[src/rtl/str_scan.sv]
module str_scan #(
  parameter int AW = 16,
  parameter int CW = 16
) (
  input  logic          clk,
  input  logic          rst_n,
  input  logic          start,
  input  logic [AW-1:0] start_addr,
  input  logic [CW-1:0] start_cnt,
  input  logic [31:0]   key,
  input  logic [1:0]    esize,
  input  logic          dir,
  input  logic          mode,
  output logic          rd_en,
  output logic [AW-1:0] rd_addr,
  input  logic [31:0]   rd_data,
  output logic          busy,
  output logic          done,
  output logic [AW-1:0] end_addr,
  output logic [CW-1:0] end_cnt,
  output logic          zf,
  output logic          sf,
  output logic          cf,
  output logic          of
);
  typedef enum logic [1:0] {S_IDLE, S_RD, S_CMP} st_t;

  st_t           st;
  logic [AW-1:0] ptr;
  logic [CW-1:0] cnt;
  logic [31:0]   key_q;
  logic [1:0]    esz_q;
  logic          dir_q, mode_q, done_q;
  logic          zf_q, sf_q, cf_q, of_q;

  logic [4:0]    sh;
  logic [31:0]   a_al, b_al;
  logic [32:0]   dif;
  logic          n_zf, n_sf, n_cf, n_of, stop;
  logic [AW-1:0] step, ptr_nx;
  logic [CW-1:0] cnt_nx;

  assign sh     = (esz_q == 2'd0) ? 5'd24 : (esz_q == 2'd1) ? 5'd16 : 5'd0;
  assign a_al   = key_q << sh;
  assign b_al   = rd_data << sh;
  assign dif    = {1'b0, a_al} - {1'b0, b_al};
  assign n_zf   = (dif[31:0] == 32'd0);
  assign n_sf   = dif[31];
  assign n_cf   = dif[32];
  assign n_of   = (a_al[31] ^ b_al[31]) & (dif[31] ^ a_al[31]);

  assign step   = (esz_q == 2'd0) ? AW'(1) : (esz_q == 2'd1) ? AW'(2) : AW'(4);
  assign ptr_nx = dir_q ? ptr - step : ptr + step;
  assign cnt_nx = cnt - CW'(1);
  assign stop   = (cnt_nx == '0) || (mode_q ? !n_zf : n_zf);

  always_ff @(posedge clk or negedge rst_n) begin
    if (!rst_n) begin
      st     <= S_IDLE;
      ptr    <= '0;
      cnt    <= '0;
      key_q  <= '0;
      esz_q  <= '0;
      dir_q  <= 1'b0;
      mode_q <= 1'b0;
      done_q <= 1'b0;
      zf_q   <= 1'b0;
      sf_q   <= 1'b0;
      cf_q   <= 1'b0;
      of_q   <= 1'b0;
    end else begin
      done_q <= 1'b0;
      case (st)
        S_IDLE: if (start) begin
          ptr    <= start_addr;
          cnt    <= start_cnt;
          key_q  <= key;
          esz_q  <= esize;
          dir_q  <= dir;
          mode_q <= mode;
          if (start_cnt == '0) done_q <= 1'b1;
          else                 st     <= S_RD;
        end
        S_RD: st <= S_CMP;
        S_CMP: begin
          ptr  <= ptr_nx;
          cnt  <= cnt_nx;
          zf_q <= n_zf;
          sf_q <= n_sf;
          cf_q <= n_cf;
          of_q <= n_of;
          if (stop) begin
            st     <= S_IDLE;
            done_q <= 1'b1;
          end else begin
            st <= S_RD;
          end
        end
        default: st <= S_IDLE;
      endcase
    end
  end

  assign rd_en    = (st == S_RD);
  assign rd_addr  = ptr;
  assign busy     = (st != S_IDLE);
  assign done     = done_q;
  assign end_addr = ptr;
  assign end_cnt  = cnt;
  assign zf       = zf_q;
  assign sf       = sf_q;
  assign cf       = cf_q;
  assign of       = of_q;

  AST_DONE_PULSE: assert property (@(posedge clk) disable iff (!rst_n)
    done |=> !done);
  AST_READ_GAP: assert property (@(posedge clk) disable iff (!rst_n)
    rd_en |=> !rd_en);
  AST_STOP_RULE: assert property (@(posedge clk) disable iff (!rst_n)
    (done && $past(st == S_CMP)) |-> (end_cnt == '0 || (mode_q ? !zf : zf)));
  AST_ZERO_CNT: assert property (@(posedge clk) disable iff (!rst_n)
    (start && !busy && start_cnt == '0) |=> (done && !rd_en && zf == $past(zf) && cf == $past(cf)));
  AST_BUSY_IGNORE: assert property (@(posedge clk) disable iff (!rst_n)
    (busy && start) |=> ($stable(key_q) && $stable(mode_q) && $stable(esz_q)));
endmodule

[config.mk]
export PLATFORM = sky130hd
export DESIGN_NAME = str_scan
export DESIGN_NICKNAME = d
export VERILOG_FILES = /design/src/rtl/str_scan.sv
export SDC_FILE = /design/constraint.sdc
export NUM_CORES = 1
export LEC_CHECK = 0
export BUFFER_PORTS_ARGS = -buffer_cell sky130_fd_sc_hd__buf_2
export CAP_MARGIN = 20
export CORE_MARGIN = 3
export CORE_UTILIZATION = 35
export CTS_CLUSTER_SIZE = 30
export DETAILED_ROUTE_END_ITERATION = 16
export GPL_ROUTABILITY_DRIVEN = 0
export PLACE_DENSITY = 0.55
export SYNTH_ARGS = -nofsm -noshare
export SYNTH_HDL_FRONTEND = slang
export SYNTH_SLANG_ARGS = --single-unit
[constraint.sdc]
create_clock -name clk -period 4.33 [get_ports clk]
set_clock_uncertainty 0.05 [all_clocks]
set_input_delay 0.866 -clock clk [delete_from_list [all_inputs] [get_ports clk]]
set_output_delay 0.866 -clock clk [all_outputs]
set_load 0.01 [all_outputs]
==> flow_metrics.py <==
metrics = {
    "status": {
        "status": "finished clean",
    },
    "route": {
        "wl_per_cell_um": 18.10,
        "ant_nets": 0,
        "vias_per_cell": 5.424,
        "drt_iter0_drc": 659,
        "wirelength_um": 24750,
        "drc": 0,
        "drt_first_pass_iters": 8,
        "vias": 7414,
    },
    "cts": {
        "path_clk_slew_ns": 0.06,
        "clk_path_buf_depth": 2,
        "numCtsBuffers": 9,
        "cts_tree": "done",
        "clock_latency_ns": 0.34,
        "cts_htree_levels": 3,
        "cts_root_buffer": "clkbuf_16",
        "cts.sinks": 75,
    },
    "synth": {
        "synthDistinctLibCells": 75,
        "syn_avg_cell_area_um2": 7.461,
        "synth_top_cell_area_share_pct": 26.76,
        "synth_area_um2": 7013,
        "synthTopCellsByCount": "237 x nand2_1, 75 x dfrtp_1, 65 x nor2_1",
        "ys_seq_elements": 75,
        "ys.flop_type": "dfrtp_1",
        "synth_top_area_cell": "dfrtp_1",
        "synth_warnings": 0,
        "synth_enable_flop_cells": 0,
        "yosys-top-cells-area": "dfrtp_1 27%, nand2_1 13%, ha_1 8.7%, a21oi_1 4.5%, o21ai_0 3.7%",
        "async_flop_share_pct": 100.0,
        "synthCells": 940,
        "synth_most_common_cell": "nand2_1",
        "synth_fp_nets": 1094,
        "ys_seq_area_share_pct": 26.76,
    },
    "layout": {
        "design_area_um2": 8583,
        "multiInputGateArea_um2": 4727,
        "diodes": 0,
        "drive_above_1_share_pct": 23.77,
        "seq_area_um2": 1882,
        "fin_nets": 1251,
        "syn_to_final_growth_pct": 22.39,
        "nFillCells": 2073,
    },
    "sta": {
        "max_freq_mhz": 245.4,
        "hold_viol_final": 0,
        "fin_crit_ns": 4.076,
        "tightest_slew_ns": 0.9617,
        "maxSlewHeadroom_pct": 35.89,
        "setup_violations": 0,
        "hold-worst-slack_ns": 0.4258,
        "maxSlewViolCount": 0,
        "fin_ws_ns": 0.2543,
        "final.period_utilization_pct": 94.13,
        "tns_ns": 0,
    },
    "place": {
        "place_area_um2": 8223,
        "hpwl_um": 19690,
        "portBuffers": 157,
        "placement.setup.worst_slack_ns": -0.02979,
    },
    "global_route": {
        "grt-ovfl-total": 0,
        "track_usage_pct": 22.28,
        "grt_pass1_vias": 6803,
        "grt_pass1_wl_um": 38340,
        "grt_max_degree": 63,
        "antenna_found_initial": 2,
    },
    "worst_setup_path": {
        "worstPathCellList": "buf_4 > and2_1 > ha_1 > a21o_1 > a21oi_2 > a21oi_1 > or4_1 > a2111oi_2 > nand4b_1 > nor4_2 > nand4b_1 > or4_1 > nand3_1",
        "required_ns": 4.56,
        "critPathKind": "reg2reg",
        "setup.worst_path.end_class": "register",
        "startpoint_type": "register",
        "cpPeakStageDelay_ns": 0.57,
        "critPathArrivalTime_ns": 4.30,
        "cp_max_fo": 24,
        "cpMaxStageDelayCell": "dfrtp_4",
    },
    "floorplanning": {
        "fp-row-count": 51,
        "fp.dieH_um": 147.6,
        "die_area_um2": 21770,
        "dieWidth_um": 147.6,
        "initial_core_util_pct": 35.80,
        "io_pins": 158,
        "core_um2": 19590,
    },
    "flow_run": {
        "drv_cap": 0,
    },
    "min_path": {
        "hold_path_class": "reg2reg",
    },
}
-- layout make-up --
| cell class | count | area share, % |
|---|---|---|
| clock inverter | 5 | 0.9767 |
| timing repair buffer | 215 | 14.26 |
| tap | 265 | 3.863 |
| sequential | 75 | 21.92 |
| multi-input combinational | 774 | 55.07 |
| clock buffer | 11 | 2.945 |
| inverter | 22 | 0.9621 |
-- placed cells by master (no fill, tap or decap), types with 5 or more instances in the layout --
cell type / synthesis / layout
inv_1: 22 / 22
xnor2_1: 16 / 16
a31oi_1: 9 / 9
dfrtp_1: 75 / 73
buf_4: 18 / 59
buf_2: 3 / 156
nand3_1: 14 / 14
nor4_1: 11 / 11
nand4_1: 12 / 12
mux2i_1: 21 / 21
o211ai_1: 7 / 7
a21o_1: 19 / 19
nor2b_1: 12 / 12
o2111ai_1: 9 / 9
a21oi_1: 63 / 62
a22oi_1: 5 / 5
o21ai_0: 52 / 51
and2_1: 20 / 19
clkbuf_16: 0 / 9
nand2b_1: 8 / 7
o31ai_1: 9 / 9
ha_1: 49 / 49
nor2_1: 65 / 65
a221o_1: 9 / 9
or3_1: 7 / 7
nand2_1: 237 / 236
xor2_1: 7 / 7
nor3_1: 26 / 26
-- worst paths after layout --
check / startpoint / slack, ns / to / cells past startpoint
worst max-delay path: esz_q[1] / 0.25 / st[0] / 13
worst min-delay path: zf / 0.43 / zf / 1
worst max register to register: esz_q[1] / 0.25 / st[0] / 13
worst min register to register: zf / 0.43 / zf / 1
max in group asynchronous: rst_n / 2.92 / st[0] / 2
min in group asynchronous: rst_n / 0.54 / key_q[27] / 1
-- per-layer routing --
layer	vias up	GRT usage (%)	wire length (µm)
li1	3651	-	-
met1	3441	32.70	11440
met2	283	34.50	11050
met3	37	2.698	1701
met4	2	6.477	538
met5	-	0	14
-- metrics by stage --
stage | cells | utilization [%]
2_1_floorplan | 940 | -
3_3_place_gp | 1349 | 41.97
3_5_place_dp | 1349 | 41.97
4_1_cts | 1365 | 43.69
5_1_grt | 1367 | 43.81
6_report | 1367 | 43.81
-- critical path: cells and delay by family, from the launching register on --
| family | cells | cell delay, ns |
|---|---|---|
| and+or+nand+nor | 7 | 1.94 |
| AOI/OAI and AO/OA | 4 | 0.92 |
| DFF | 1 | 0.57 |
| adders and majority gates | 1 | 0.27 |
| buffers and inverters | 1 | 0.24 |
-- what timing repair did --
item,4_1_cts,5_1_grt
setup buffers,0,2
setup endpoints to repair,0,2
hold buffers,0,0
resized for setup,0,5
-- registers in the layout, indices dropped and copies added, names as in the netlist --
signal	cells
end_addr	16
end_cnt	16
sf	1
dir_q	1
done	1
key_q	32
mode_q	1
zf	1
of	1
cf	1
st	2
esz_q	2
-- cell families after synthesis --
group	Yosys count	synth area share (%)
fa+ha+maj	51	9.313
mux	21	2.997
simple gates	441	28.53
xor+xnor	23	2.872
compound gates	238	23.53
flops	75	26.76
buf+inv	91	5.995
Power is not shown: default switching activity piles up to over one toggle a cycle in this logic, so the estimate is an artifact.
